===== config.mk =====
export PLATFORM = sky130hd
export DESIGN_NAME = swd_host
export DESIGN_NICKNAME = d
export VERILOG_FILES = /design/src/rtl/swd_host_pkg.sv /design/src/rtl/swd_host_ctrl.sv /design/src/rtl/swd_host_datapath.sv /design/src/rtl/swd_host.sv
export SDC_FILE = /design/constraint.sdc
export NUM_CORES = 1
export LEC_CHECK = 0
export ABC_AREA = 1
export BUFFER_PORTS_ARGS = -buffer_cell sky130_fd_sc_hd__buf_2
export CORE_UTILIZATION = 40
export DETAILED_ROUTE_END_ITERATION = 10
export GPL_TIMING_DRIVEN = 0
export PLACE_DENSITY = 0.69
export SYNTH_ARGS = -nofsm -noshare
export SYNTH_HDL_FRONTEND = slang
export SYNTH_SLANG_ARGS = --single-unit
export TNS_END_PERCENT = 30

===== constraint.sdc =====
create_clock -name clk -period 2.8 [get_ports clk]
set_clock_uncertainty 0.05 [all_clocks]
set_input_delay 0.56 -clock clk [delete_from_list [all_inputs] [get_ports clk]]
set_output_delay 0.56 -clock clk [all_outputs]
set_load 0.005 [all_outputs]

===== src/rtl/swd_host_pkg.sv =====
package swd_host_pkg;

  typedef enum logic [3:0] {
    PH_IDLE, PH_LEAD, PH_REQ, PH_PARK, PH_TURNA, PH_ACK, PH_TURNW,
    PH_WDATA, PH_WPAR, PH_RDATA, PH_RPAR, PH_TURNE, PH_TAIL
  } phase_e;

  typedef enum logic [1:0] {SRC_ZERO, SRC_SHIFT, SRC_PARITY} src_e;

  // strobes from the sequencer to the datapath
  typedef struct packed {
    logic start;     // command accepted this cycle
    logic run;       // bit timer running
    logic loadData;  // move write word into the shifter
    logic shiftTx;   // advance the transmit shifter
    logic capAck;    // sample acknowledge bits
    logic capData;   // sample read data bits
    logic capPar;    // sample read parity bit
    logic drive;     // output enable
    src_e src;       // output value source
    logic finish;    // register the result
    logic readPath;  // packet took the read data phase
  } strobe_t;

  localparam logic [2:0] ACK_OK = 3'b001;

endpackage


===== src/rtl/swd_host_ctrl.sv =====
module swd_host_ctrl
  import swd_host_pkg::*;
#(
  parameter int LEAD_BITS = 8,
  parameter int TSEL_GAP  = 6,
  parameter int DATA_W    = 32,
  parameter int REQ_W     = 7
) (
  input  logic       clk,
  input  logic       rstN,
  input  logic       cmdValid,
  input  logic       cmdRead,
  input  logic       cmdTsel,
  input  logic       bitEnd,
  input  logic [2:0] ackNow,
  output logic       cmdReady,
  output logic       busy,
  output strobe_t    ctl
);

  localparam int MAXB  = (DATA_W > LEAD_BITS) ? DATA_W : LEAD_BITS;
  localparam int CNT_W = $clog2(MAXB);

  phase_e state, nxt;
  logic [CNT_W-1:0] bitCnt, nxtCnt;
  logic isRead, isTsel, rdPath;
  logic accept, advance;

  function automatic logic [CNT_W-1:0] span(input int n);
    return CNT_W'(n - 1);
  endfunction

  assign accept  = cmdValid && (state == PH_IDLE);
  assign advance = bitEnd && (bitCnt == '0);
  assign busy    = (state != PH_IDLE);
  assign cmdReady = !busy;

  always_comb begin
    nxt    = state;
    nxtCnt = bitEnd ? bitCnt - 1'b1 : bitCnt;
    if (state == PH_IDLE) begin
      if (accept) begin
        nxt    = PH_LEAD;
        nxtCnt = span(LEAD_BITS);
      end
    end else if (advance) begin
      case (state)
        PH_LEAD:  begin nxt = PH_REQ;  nxtCnt = span(REQ_W); end
        PH_REQ:   begin nxt = PH_PARK; nxtCnt = isTsel ? span(TSEL_GAP) : span(1); end
        PH_PARK:  begin
          if (isTsel) begin nxt = PH_WDATA; nxtCnt = span(DATA_W); end
          else        begin nxt = PH_TURNA; nxtCnt = span(1); end
        end
        PH_TURNA: begin nxt = PH_ACK; nxtCnt = span(3); end
        PH_ACK:   begin
          if (ackNow != ACK_OK) begin nxt = PH_TURNE; nxtCnt = span(1); end
          else if (isRead)      begin nxt = PH_RDATA; nxtCnt = span(DATA_W); end
          else                  begin nxt = PH_TURNW; nxtCnt = span(1); end
        end
        PH_TURNW: begin nxt = PH_WDATA; nxtCnt = span(DATA_W); end
        PH_WDATA: begin nxt = PH_WPAR;  nxtCnt = span(1); end
        PH_WPAR:  begin nxt = PH_TAIL;  nxtCnt = span(LEAD_BITS); end
        PH_RDATA: begin nxt = PH_RPAR;  nxtCnt = span(1); end
        PH_RPAR:  begin nxt = PH_TURNE; nxtCnt = span(1); end
        PH_TURNE: begin nxt = PH_TAIL;  nxtCnt = span(LEAD_BITS); end
        PH_TAIL:  begin nxt = PH_IDLE;  nxtCnt = '0; end
        default:  begin nxt = PH_IDLE;  nxtCnt = '0; end
      endcase
    end
  end

  always_ff @(posedge clk or negedge rstN) begin
    if (!rstN) begin
      state  <= PH_IDLE;
      bitCnt <= '0;
      isRead <= 1'b0;
      isTsel <= 1'b0;
      rdPath <= 1'b0;
    end else begin
      state  <= nxt;
      bitCnt <= nxtCnt;
      if (accept) begin
        isRead <= cmdRead;
        isTsel <= cmdTsel;
        rdPath <= 1'b0;
      end else if (advance && nxt == PH_RDATA) begin
        rdPath <= 1'b1;
      end
    end
  end

  always_comb begin
    ctl          = '0;
    ctl.start    = accept;
    ctl.run      = busy;
    ctl.loadData = advance && (nxt == PH_WDATA);
    ctl.shiftTx  = bitEnd && (state == PH_REQ || state == PH_WDATA);
    ctl.capAck   = (state == PH_ACK);
    ctl.capData  = (state == PH_RDATA);
    ctl.capPar   = (state == PH_RPAR);
    ctl.finish   = advance && (state == PH_TAIL);
    ctl.readPath = rdPath;
    case (state)
      PH_IDLE, PH_LEAD, PH_TAIL: begin ctl.drive = 1'b1; ctl.src = SRC_ZERO;   end
      PH_REQ, PH_WDATA:          begin ctl.drive = 1'b1; ctl.src = SRC_SHIFT;  end
      PH_WPAR:                   begin ctl.drive = 1'b1; ctl.src = SRC_PARITY; end
      default:                   begin ctl.drive = 1'b0; ctl.src = SRC_ZERO;   end
    endcase
  end

  // a data phase after the acknowledge only follows an OK acknowledge
  assert_ok_before_data_R4: assert property (@(posedge clk) disable iff (!rstN)
    (state == PH_RDATA || state == PH_TURNW) |-> ackNow == ACK_OK);

  // target-select never samples an acknowledge
  assert_tsel_no_ack_R7: assert property (@(posedge clk) disable iff (!rstN)
    (state == PH_WDATA && isTsel) |-> ackNow == 3'b000);

endmodule


===== src/rtl/swd_host_datapath.sv =====
module swd_host_datapath
  import swd_host_pkg::*;
#(
  parameter int DIV_W  = 8,
  parameter int DATA_W = 32,
  parameter int REQ_W  = 7
) (
  input  logic              clk,
  input  logic              rstN,
  input  strobe_t           ctl,
  input  logic [REQ_W-1:0]  cmdReq,
  input  logic [DATA_W-1:0] cmdWdata,
  input  logic [DIV_W-1:0]  halfDiv,
  input  logic              swdioIn,
  output logic              bitEnd,
  output logic [2:0]        ackNow,
  output logic              swclk,
  output logic              swdioOut,
  output logic              swdioOe,
  output logic              rspValid,
  output logic [2:0]        rspAck,
  output logic [DATA_W-1:0] rspRdata,
  output logic              rspParityErr
);

  logic [DIV_W-1:0]  halfLat, phCnt;
  logic              highPh, phEnd, bitSample;
  logic [DATA_W-1:0] txSh, wdLat, rxSh;
  logic              wPar, rPar, parOk;
  logic [2:0]        ackSh;

  // bit timer: low half then high half, each halfLat+1 cycles
  assign phEnd     = (phCnt == halfLat);
  assign bitSample = ctl.run && !highPh && phEnd;
  assign bitEnd    = ctl.run && highPh && phEnd;
  assign swclk     = ctl.run && highPh;

  always_ff @(posedge clk or negedge rstN) begin
    if (!rstN) begin
      halfLat <= '0;
      phCnt   <= '0;
      highPh  <= 1'b0;
    end else if (ctl.start) begin
      halfLat <= halfDiv;
      phCnt   <= '0;
      highPh  <= 1'b0;
    end else if (ctl.run) begin
      if (phEnd) begin
        phCnt  <= '0;
        highPh <= !highPh;
      end else begin
        phCnt <= phCnt + 1'b1;
      end
    end
  end

  // transmit side
  always_ff @(posedge clk or negedge rstN) begin
    if (!rstN) begin
      txSh  <= '0;
      wdLat <= '0;
      wPar  <= 1'b0;
    end else if (ctl.start) begin
      txSh  <= {{(DATA_W-REQ_W){1'b0}}, cmdReq};
      wdLat <= cmdWdata;
      wPar  <= ^cmdWdata;
    end else if (ctl.loadData) begin
      txSh <= wdLat;
    end else if (ctl.shiftTx) begin
      txSh <= {1'b0, txSh[DATA_W-1:1]};
    end
  end

  always_comb begin
    case (ctl.src)
      SRC_SHIFT:  swdioOut = ctl.drive && txSh[0];
      SRC_PARITY: swdioOut = ctl.drive && wPar;
      default:    swdioOut = 1'b0;
    endcase
  end
  assign swdioOe = ctl.drive;

  // receive side
  always_ff @(posedge clk or negedge rstN) begin
    if (!rstN) begin
      ackSh <= '0;
      rxSh  <= '0;
      rPar  <= 1'b0;
    end else if (ctl.start) begin
      ackSh <= '0;
      rxSh  <= '0;
      rPar  <= 1'b0;
    end else if (bitSample) begin
      if (ctl.capAck)  ackSh <= {swdioIn, ackSh[2:1]};
      if (ctl.capData) rxSh  <= {swdioIn, rxSh[DATA_W-1:1]};
      if (ctl.capPar)  rPar  <= swdioIn;
    end
  end

  assign ackNow = ackSh;
  assign parOk  = ((^rxSh) == rPar);

  // result registers
  always_ff @(posedge clk or negedge rstN) begin
    if (!rstN) begin
      rspValid     <= 1'b0;
      rspAck       <= '0;
      rspRdata     <= '0;
      rspParityErr <= 1'b0;
    end else begin
      rspValid <= ctl.finish;
      if (ctl.finish) begin
        rspAck       <= ackSh;
        rspParityErr <= ctl.readPath && !parOk;
        rspRdata     <= (ctl.readPath && parOk) ? rxSh : '0;
      end
    end
  end

  // the line is set up during the low half and holds across the rising edge
  assert_setup_before_rise_R8: assert property (@(posedge clk) disable iff (!rstN)
    $rose(swclk) |-> ($stable(swdioOut) && $stable(swdioOe)));

  // a parity failure never hands out data
  assert_no_data_on_bad_parity_R6: assert property (@(posedge clk) disable iff (!rstN)
    (rspValid && rspParityErr) |-> rspRdata == '0);

endmodule


===== src/rtl/swd_host.sv =====
module swd_host
  import swd_host_pkg::*;
#(
  parameter int DIV_W     = 8,
  parameter int LEAD_BITS = 8,
  parameter int TSEL_GAP  = 6
) (
  input  logic             clk,
  input  logic             rstN,
  input  logic             cmdValid,
  output logic             cmdReady,
  input  logic [6:0]       cmdReq,
  input  logic             cmdRead,
  input  logic             cmdTsel,
  input  logic [31:0]      cmdWdata,
  input  logic [DIV_W-1:0] halfDiv,
  output logic             busy,
  output logic             rspValid,
  output logic [2:0]       rspAck,
  output logic [31:0]      rspRdata,
  output logic             rspParityErr,
  output logic             swclk,
  output logic             swdioOut,
  output logic             swdioOe,
  input  logic             swdioIn
);

  localparam int DATA_W = 32;
  localparam int REQ_W  = 7;

  strobe_t    ctl;
  logic       bitEnd;
  logic [2:0] ackNow;

  swd_host_ctrl #(
    .LEAD_BITS(LEAD_BITS), .TSEL_GAP(TSEL_GAP), .DATA_W(DATA_W), .REQ_W(REQ_W)
  ) u_ctrl (
    .clk(clk), .rstN(rstN), .cmdValid(cmdValid), .cmdRead(cmdRead),
    .cmdTsel(cmdTsel), .bitEnd(bitEnd), .ackNow(ackNow),
    .cmdReady(cmdReady), .busy(busy), .ctl(ctl)
  );

  swd_host_datapath #(
    .DIV_W(DIV_W), .DATA_W(DATA_W), .REQ_W(REQ_W)
  ) u_dp (
    .clk(clk), .rstN(rstN), .ctl(ctl), .cmdReq(cmdReq), .cmdWdata(cmdWdata),
    .halfDiv(halfDiv), .swdioIn(swdioIn), .bitEnd(bitEnd), .ackNow(ackNow),
    .swclk(swclk), .swdioOut(swdioOut), .swdioOe(swdioOe),
    .rspValid(rspValid), .rspAck(rspAck), .rspRdata(rspRdata),
    .rspParityErr(rspParityErr)
  );

  // at rest the clock is low and the line is driven low
  assert_idle_line_R9: assert property (@(posedge clk) disable iff (!rstN)
    !busy |-> (!swclk && swdioOe && !swdioOut));

  // the result strobe marks the end of a busy period
  assert_rsp_ends_busy_R10: assert property (@(posedge clk) disable iff (!rstN)
    rspValid |-> (!busy && $past(busy)));

endmodule


==> flow_metrics.env, run 1 <==
export IMPL_mostFrequentLayoutCells="nand2_1, dfrtp_1, buf_2"
export IMPL_powerDensity_nw_per_um2=864
export IMPL_setup_worst_path_start_class="register"
export IMPL_rows=52
export IMPL_port_buffers=94
export IMPL_die_area_um2=21400
export IMPL_timing_fmax_mhz=378
export IMPL_cts_buffers=17
export IMPL_fp_dieW_um=146
export IMPL_hold_viol=0
export IMPL_globalRouteOverflowTotal=0
export IMPL_synth_edf_count=0
export IMPL_grt_pass1_vias=6534
export IMPL_cp_cell_sequence="nor2_1 > inv_2 > nor2_1 > inv_1 > ha_1 > nand3_1 > o2111ai_1 > inv_1 > buf_2"
export IMPL_drt_iter0_markers=332
export IMPL_clk_latency_ps=430
export IMPL_routabilityCongestion=0.865
export IMPL_root_buffer="clkbuf_16"
export IMPL_syn_to_final_growth_pct=17.6
export IMPL_yosysWarnings=0
export IMPL_required_ps=2190
export IMPL_clk_path_buf_depth=2
export IMPL_nets=1213
export IMPL_routed_wl_um=18600
export IMPL_total_power_w=0.00846
export IMPL_grt_usage_pct=18.3
export IMPL_place_inst=1406
export IMPL_ctsHtreeMaxLevel=4
export IMPL_crit_arrival_ps=2030
export IMPL_timing_worst_slew_pin_value_ps=830
export IMPL_synth_ff_type="dfrtp_1"
export IMPL_syn_nets=1098
export IMPL_die_h_um=146
export IMPL_synthMuxAreaShare_pct=0
export IMPL_design_area_um2=9790
export IMPL_async_flop_share_pct=100
export IMPL_syn_inst=1041
export IMPL_period_share_pct=94.4
export IMPL_path_clk_slew_ps=70
export IMPL_cpPeakStageDelay_ps=450
export IMPL_drc=0
export IMPL_cts_setup_buffers=0
export IMPL_dpl_hpwl_um=13400
export IMPL_outcome="finished, final reports clean"
export IMPL_max_cap_viol_count=0
export IMPL_min_path_type="primary input to register"
export IMPL_critical_path_class="register to primary output"
export IMPL_grt_start_max_net_pins=118
export IMPL_ys_seq_elements=167
export IMPL_synthDistinctLibCells=34
export IMPL_cts_tree="done"
export IMPL_cp_slowest_cell="dfrtp_1"
export IMPL_post_place_ws_ps=154
export IMPL_grt_pass1_wl_um=31500
export IMPL_synth_simple_area_share_pct=26.2
export IMPL_ff2ff_setup_slack_ps=310
export IMPL_syn_area_per_cell_um2=8.00
export IMPL_synth_area_um2=8330
export IMPL_worstSetupEndpointType="primary output"
export IMPL_synthAdderAreaFrac_pct=0.601
export IMPL_viasPerCell=4.78
export IMPL_fin_ws_ps=157
export IMPL_avgRoutedWirePerCell_um=12.9
export IMPL_antenna_found_initial=0
export IMPL_finalSetupViolCount=0
export IMPL_vias=6877
export IMPL_start_util_pct=41.0
export IMPL_yosysSeqAreaShare_pct=50.2
export IMPL_clock_sinks=167
export IMPL_critPathMaxFanout=6
export IMPL_ant_nets=0
export IMPL_synth_top_family_by_area="simple AND/OR/NAND/NOR gates"
export IMPL_slew_viol_final=0
export IMPL_peakVddDrop_v=0.000490
export IMPL_first_pass_iters=5
export IMPL_fin_crit_ps=2640
export IMPL_nFillCells=1977
export IMPL_core_area_um2=20300
export IMPL_postPlaceCellArea_um2=9170
export IMPL_finish_utilization_pct=48.2
export IMPL_mostFrequentLayoutCell="nand2_1"
export IMPL_rsz0062_at_grt="false"
export IMPL_layout_drive_gt1_share_pct=15.0
export IMPL_io_pins=95
export IMPL_fin_cells=1439
export IMPL_synth_compound_area_share_pct=8.64
export IMPL_power_leakage_nw=4.99
export IMPL_antenna_cells=0
export IMPL_yosys_area_share_xor_xnor_pct=7.15
export IMPL_slew_headroom_pct=44.7
-- metal layers --
layer  up-vias  routed length (µm)  track usage (%)
li1       3524                   -                -
met1      3165                9040             25.1
met2       164                8600             29.7
met3        24                 745             3.19
met4         0                 242             5.26
met5         -                   0                0
-- synth_stat cells (all sizes together), types with 4 or more instances --
library cell  number  area (µm²)
nand2            380        1440
dfrtp            167        4180
xor2              17         149
xnor2             51         447
inv              100         375
buf               21         125
nand4             10        92.6
clkbuf            25        93.8
o21ai            109         546
nor2              41         201
ha                 4        50.1
a21oi             18         101
nor3               5        25.0
nand3             77         398
o22ai              5        31.3
-- repair_timing --
item | 4_1_cts | 5_1_grt
endpoints found under the setup margin | 0 | 3
endpoints found under the hold margin | 50 | 0
hold buffers | 1 | 0
resized for setup | 0 | 2
-- kinds of logic after synthesis --
family                   after synthesis
adder cells (fa/ha/maj)                4
AND/OR/NAND/NOR                      518
AO/OA/AOI/OAI                        137
buffers and inverters                147
flip-flops                           167
XOR/XNOR                              68
-- final cells by class --
type / instances / area, µm² / area share [%]
inverters: 101 / 379 / 3.87
well taps: 270 / 338 / 3.45
plain buffers: 46 / 219 / 2.24
flip-flops and latches: 167 / 4180 / 42.7
clock buffers: 19 / 453 / 4.63
repair buffers: 96 / 518 / 5.29
multi-input cells: 727 / 3550 / 36.3
clock inverters: 13 / 153 / 1.56
-- final timing paths --
| check | from | end | cells past startpoint |
|---|---|---|---|
| worst min register to register | u_dp.wdLat[31] | u_dp.wdLat[31] | 2 |
| worst max register to register | u_ctrl.state[0] | u_dp.rPar | 10 |
| worst min-delay path | halfDiv[3] | u_dp.halfLat[3] | 3 |
| max in group asynchronous | rstN | u_dp.wdLat[4] | 3 |
| worst max-delay path | u_ctrl.state[0] | swdioOut | 9 |
| min in group asynchronous | rstN | u_dp.rspRdata[5] | 2 |
-- power by group --
| part | total (W) | switching, W | internal [W] | leakage, nW |
|---|---|---|---|---|
| clock | 0.00239 | 0.00107 | 0.00132 | 0.293 |
| sequential | 0.00316 | 0.000277 | 0.00288 | 2.22 |
| combinational | 0.00292 | 0.00197 | 0.000952 | 2.48 |
| total | 0.00846 | 0.00331 | 0.00515 | 4.99 |
-- critical path: cells and delay by family (launching register included) --
family | cells | cell delay (ps)
simple gates | 3 | 450
flops | 1 | 450
compound gates | 1 | 110
fa+ha+maj | 1 | 190
buf+inv | 4 | 420
-- through the flow --
step                      hold WS [ps]  TNS [ps]
final                              288         0
after CTS                          271         0
after detailed placement           407         0
after global routing               303         0
after floorplan                    214         0
after global placement             399   -261940
-- registers in the layout, indices dropped and copies added (netlist names), 3 cells and up --
signal and count:
u_ctrl.bitCnt 5, u_ctrl.state 4, u_dp.ackNow 3, u_dp.halfLat 8
u_dp.phCnt 8, u_dp.rspAck 3, u_dp.rspRdata 32, u_dp.rxSh 32
u_dp.txSh 32, u_dp.wdLat 32
Power figures use the tool's default switching activity.
==> inputs of run 2 (changes only) <==
--- a/config.mk
+++ b/config.mk
@@ -7,6 +7,7 @@
 export LEC_CHECK = 0
 export ABC_AREA = 1
 export BUFFER_PORTS_ARGS = -buffer_cell sky130_fd_sc_hd__buf_2
+export CORE_MARGIN = 2
 export CORE_UTILIZATION = 40
 export DETAILED_ROUTE_END_ITERATION = 10
 export GPL_TIMING_DRIVEN = 0
==> run 2 against run 1 <==
Against the previous run: via count increased by 1.9%; sequential cell count is the same; wire length grew 3.1%; first-iteration DRC count increased by 14%; sequential power hardly changed; setup slack worse by 68 ps; count of clock-buffer cells in the layout decreased by 1; final cell count about the same; highest routed layer unchanged.
==> flow_metrics.env, run 2 (synthesized netlist as in run 1, its figures left out) <==
export IMPL_fp_dieW_um=148
export IMPL_cp_cell_sequence="inv_1 > nand2_1 > nor2_1 > nor2_2 > ha_1 > o2111ai_1 > inv_1 > buf_2"
export IMPL_path_clk_slew_ps=70
export IMPL_fin_crit_ps=2710
export IMPL_dpl_hpwl_um=13600
export IMPL_crit_top_cell="inv_1"
export IMPL_root_buffer="clkbuf_16"
export IMPL_syn_to_final_growth_pct=17.7
export IMPL_mostFrequentLayoutCells="nand2_1, dfrtp_1, buf_2"
export IMPL_startpoint="u_ctrl.state[0]"
export IMPL_ctsHtreeMaxLevel=4
export IMPL_critical_path_class="register to primary output"
export IMPL_grt_usage_pct=18.5
export IMPL_die_h_um=148
export IMPL_first_pass_iters=5
export IMPL_cts_buffers=17
export IMPL_required_ps=2190
export IMPL_cts_setup_buffers=0
export IMPL_antenna_cells=0
export IMPL_routabilityCongestion=0.883
export IMPL_slew_viol_final=0
export IMPL_cpPeakStageDelay_ps=450
export IMPL_drt_iter0_markers=380
export IMPL_core_area_um2=20400
export IMPL_antenna_found_initial=0
export IMPL_clock_sinks=167
export IMPL_grt_pass1_wl_um=32700
export IMPL_ant_nets=0
export IMPL_grt_pass1_vias=6804
export IMPL_place_inst=1406
export IMPL_finalSetupViolCount=0
export IMPL_powerDensity_nw_per_um2=871
export IMPL_timing_fmax_mhz=369
export IMPL_die_area_um2=22000
export IMPL_power_leakage_nw=4.99
export IMPL_hold_viol=0
export IMPL_viasPerCell=4.87
export IMPL_mostFrequentLayoutCell="nand2_1"
export IMPL_worstSetupEndpointType="primary output"
export IMPL_r2r_start="u_ctrl.bitCnt[0]"
export IMPL_fin_cells=1438
export IMPL_outcome="finished, final reports clean"
export IMPL_cp_num_buf_inv=3
export IMPL_globalRouteOverflowTotal=0
export IMPL_crit_arrival_ps=2100
export IMPL_clk_path_buf_depth=2
export IMPL_io_pins=95
export IMPL_peakVddDrop_v=0.000439
export IMPL_grt_start_max_net_pins=92
export IMPL_cts_hold_buffers=0
export IMPL_period_share_pct=96.8
export IMPL_vias=7007
export IMPL_cts_resized=0
export IMPL_routed_wl_um=19200
export IMPL_slew_headroom_pct=48.6
export IMPL_max_cap_viol_count=0
export IMPL_rows=52
export IMPL_setup_worst_path_start_class="register"
export IMPL_min_path_type="primary input to asynchronous set/reset pin"
export IMPL_nets=1212
export IMPL_start_util_pct=40.9
export IMPL_clk_latency_ps=430
export IMPL_rsz0062_at_grt="true"
export IMPL_critPathMaxFanout=6
export IMPL_port_buffers=94
export IMPL_layout_drive_gt1_share_pct=15.2
export IMPL_drc=0
export IMPL_timing_worst_slew_pin_value_ps=771
export IMPL_finish_utilization_pct=48.1
export IMPL_cp_slowest_cell="dfrtp_1"
export IMPL_avgRoutedWirePerCell_um=13.4
export IMPL_cts_tree="done"
export IMPL_hold_slack_ps=61.1
export IMPL_crit_family="flip-flops"
## run 2: final timing paths
kind	end	slack (ps)	cells past startpoint
hold reg to reg	u_dp.wdLat[3]	420	2
min in group clk	u_dp.halfLat[2]	290	3
setup / recovery	swdioOut	90	8
max in group asynchronous	u_dp.txSh[19]	1710	2
hold / removal	u_dp.halfLat[0]	60	1
setup reg to reg	u_dp.txSh[18]	320	13
## run 2: routing by layer
layer,GRT usage [%],up-vias,part of all wire (%)
li1,-,3515,-
met3,3.74,21,5.2
met4,4.81,0,1.3
met5,0,-,0
met1,25.2,3280,46
met2,30.3,191,48
## run 2: layout make-up
cell class              instances  area, µm²
clock inverters                14        176
inverters                     101        379
fillers                      1941      10600
well taps                     270        338
clock buffers                  18        439
flip-flops and latches        167       4180
repair buffers                 95        508
multi-input cells             727       3560
plain buffers                  46        219
## run 2: stage by stage
| step | total power [W] | setup WS, ps | TNS [ps] | instance area (µm²) |
|---|---|---|---|---|
| after floorplan | 0.00534 | 745 | 0 | 8330 |
| after global placement | 0.00604 | -1550 | -257780 | 9140 |
| after detailed placement | 0.00613 | 185 | 0 | 9170 |
| after CTS | 0.00859 | 70.2 | 0 | 9790 |
| after global routing | 0.00915 | -20.0 | -20.0 | 9800 |
| final | 0.00854 | 89.4 | 0 | 9800 |
## run 2: worst register-to-register path, cell delays in order (launching register included)
cell	delay, ps
dfrtp_1	360
inv_1	100
ha_1	190
nand2_1	120
nor2_1	220
nand3_1	240
nand2_1	140
nand2_2	110
nand4_4	170
nand2_2	130
inv_2	170
buf_2	250
nand3_1	100
nand2_1	80
## run 2: power by group
group	switching, W	internal (W)
registers	0.000278	0.00288
logic	0.00197	0.000953
clock network	0.00107	0.00138
total	0.00332	0.00521
==> inputs of run 3 (changes only) <==
--- a/config.mk
+++ b/config.mk
@@ -12,6 +12,7 @@
 export DETAILED_ROUTE_END_ITERATION = 10
 export GPL_TIMING_DRIVEN = 0
 export PLACE_DENSITY = 0.69
+export RECOVER_POWER = 25
 export SYNTH_ARGS = -nofsm -noshare
 export SYNTH_HDL_FRONTEND = slang
 export SYNTH_SLANG_ARGS = --single-unit
==> run 3 against run 2 <==
Against the previous run: the flow now finishes with violations (capacitance limit, slew limit); total power hardly changed; final cell count is the same; cell area down 0.10%; first-iteration DRC count did not move; combinational power about the same; non-clock buffer count unchanged; fmax is 0.84% higher; critical endpoint unchanged.
==> flow_metrics.env, run 3 (synthesized netlist as in run 1, its figures left out) <==
export IMPL_outcome="finished with violations"
export IMPL_violations="capacitance limit, slew limit"
export IMPL_fin_cells=1438
export IMPL_combPwrFrac_pct=34.3
export IMPL_dpl_hpwl_um=13600
export IMPL_intPower_w=0.00521
export IMPL_peakVddDrop_v=0.000439
export IMPL_drc=0
export IMPL_swShare_pct=38.9
export IMPL_rows=52
export IMPL_first_pass_iters=5
export IMPL_antenna_cells=0
export IMPL_crit_family="flip-flops"
export IMPL_pwr_share_clk_pct=28.7
export IMPL_period_share_pct=96.0
export IMPL_cpPeakStageDelay_ps=450
export IMPL_timing_worst_slew_pin_value_ps=2390
export IMPL_die_area_um2=22000
export IMPL_clock_sinks=167
export IMPL_max_cap_viol_count=1
export IMPL_met2_usage_pct=30.3
export IMPL_cts_setup_buffers=0
export IMPL_grt_pass1_vias=6804
export IMPL_clk_latency_ps=430
export IMPL_mostFrequentLayoutCells="nand2_1, dfrtp_1, buf_2"
export IMPL_io_pins=95
export IMPL_critical_path_class="register to primary output"
export IMPL_crit_arrival_ps=2080
export IMPL_timing_fmax_mhz=372
export IMPL_routabilityCongestion=0.883
export IMPL_powerDensity_nw_per_um2=871
export IMPL_nets=1212
export IMPL_clk_path_buf_depth=2
export IMPL_switchingPower_w=0.00332
export IMPL_cp_slowest_cell="dfrtp_1"
export IMPL_hold_viol=0
export IMPL_vias=7007
export IMPL_grt_pass1_wl_um=32700
export IMPL_grt_start_max_net_pins=92
export IMPL_cts_buffers=17
export IMPL_cp_cell_sequence="inv_1 > nand2_1 > nor2_1 > nor2_2 > ha_1 > o2111ai_1 > inv_1 > buf_2"
export IMPL_crit_cells=8
export IMPL_root_buffer="clkbuf_16"
export IMPL_ctsHtreeMaxLevel=4
export IMPL_grt_usage_pct=18.5
export IMPL_drt_iter0_markers=380
export IMPL_antenna_found_initial=0
export IMPL_worstSetupEndpointType="primary output"
export IMPL_timing_critical_path_to="swdioOut"
export IMPL_use_met1_pct=25.2
export IMPL_avgRoutedWirePerCell_um=13.4
export IMPL_ff2ff_setup_slack_ps=320
export IMPL_busiest_layer="met2"
export IMPL_finalSetupViolCount=0
export IMPL_start_util_pct=40.9
export IMPL_place_inst=1406
export IMPL_crit_top_cell="inv_1"
export IMPL_r2r_start="u_ctrl.bitCnt[0]"
export IMPL_min_path_type="primary input to register"
export IMPL_design_area_um2=9790
export IMPL_ant_nets=0
export IMPL_p_seq_share_pct=37.0
export IMPL_core_area_um2=20400
export IMPL_die_h_um=148
export IMPL_required_ps=2190
export IMPL_postPlaceCellArea_um2=9170
export IMPL_layout_drive_gt1_share_pct=15.2
export IMPL_slew_viol_final=91
export IMPL_r2r_end="u_dp.txSh[18]"
export IMPL_setup_worst_path_start_class="register"
export IMPL_hold_slack_ps=288
export IMPL_grt_met3_usage_pct=3.74
export IMPL_power_leakage_nw=4.99
export IMPL_slew_headroom_pct=-59.5
export IMPL_cts_tree="done"
export IMPL_mostFrequentLayoutCell="nand2_1"
export IMPL_startpoint="u_ctrl.state[0]"
export IMPL_worst_r2r_cell_count=13
export IMPL_port_buffers=94
export IMPL_critPathMaxFanout=6
export IMPL_routed_wl_um=19200
export IMPL_fp_dieW_um=148
export IMPL_fin_crit_ps=2690
export IMPL_cp_num_buf_inv=3
export IMPL_syn_to_final_growth_pct=17.6
export IMPL_rsz0062_at_grt="true"
export IMPL_path_clk_slew_ps=70
export IMPL_globalRouteOverflowTotal=0
export IMPL_viasPerCell=4.87
-- run 3: per-layer routing --
layer	wire length (µm)	vias to the layer above
met5	0	-
met4	246	0
met3	995	21
met2	9160	191
met1	8800	3279
li1	-	3516
-- run 3: power by group through the flow --
| stage | logic, W | registers [W] | clock network [W] |
|---|---|---|---|
| after floorplan | 0.00221 | 0.00313 | 0 |
| after global placement | 0.00286 | 0.00318 | 0 |
| after detailed placement | 0.00294 | 0.00320 | 0 |
| after CTS | 0.00294 | 0.00316 | 0.00249 |
| after global routing | 0.00335 | 0.00322 | 0.00258 |
| final | 0.00293 | 0.00316 | 0.00245 |
-- run 3: area by class of cell --
class	instances	area, µm²
Timing Repair Buffer	95	498
Tap cell	270	338
Clock inverter	14	176
Fill cell	1942	10600
Sequential cell	167	4180
Buffer	46	219
Clock buffer	18	439
Inverter	101	379
Multi-Input combinational cell	727	3560
-- run 3: repair_timing --
item / 4_1_cts / 5_1_grt
resized for setup: 0 / 5
setup endpoints to repair: 0 / 13
hold buffers: 0 / 0
-- run 3: through the flow --
step	utilization (%)	setup TNS [ps]	power (W)	setup slack, ps
2_1_floorplan	-	0	0.00534	745
3_3_place_gp	44.9	-257780	0.00604	-1550
3_5_place_dp	45.0	0	0.00613	185
4_1_cts	48.1	0	0.00859	70.2
5_1_grt	48.1	-20.0	0.00915	-20.0
6_report	48.1	0	0.00853	112
-- run 3: worst min path at each step --
stage	start	to	slack (ps)	depth (start not counted)
6_report	halfDiv[2]	u_dp.halfLat[2]	290	3
5_1_grt	halfDiv[4]	u_dp.halfLat[4]	290	3
4_1_cts	rstN	u_dp.rspRdata[3]	130	1
3_5_place_dp	u_dp.wdLat[31]	u_dp.wdLat[31]	400	2
3_3_place_gp	u_dp.wdLat[31]	u_dp.wdLat[31]	400	2
2_1_floorplan	rstN	u_ctrl.bitCnt[0]	210	0
-- run 3: worst reg2reg max path, delay by kind of cell (launching register included) --
| family | cells | cell delay [ps] |
|---|---|---|
| adders and majority gates | 1 | 190 |
| buffers and inverters | 3 | 520 |
| DFF | 1 | 360 |
| and+or+nand+nor | 9 | 1310 |
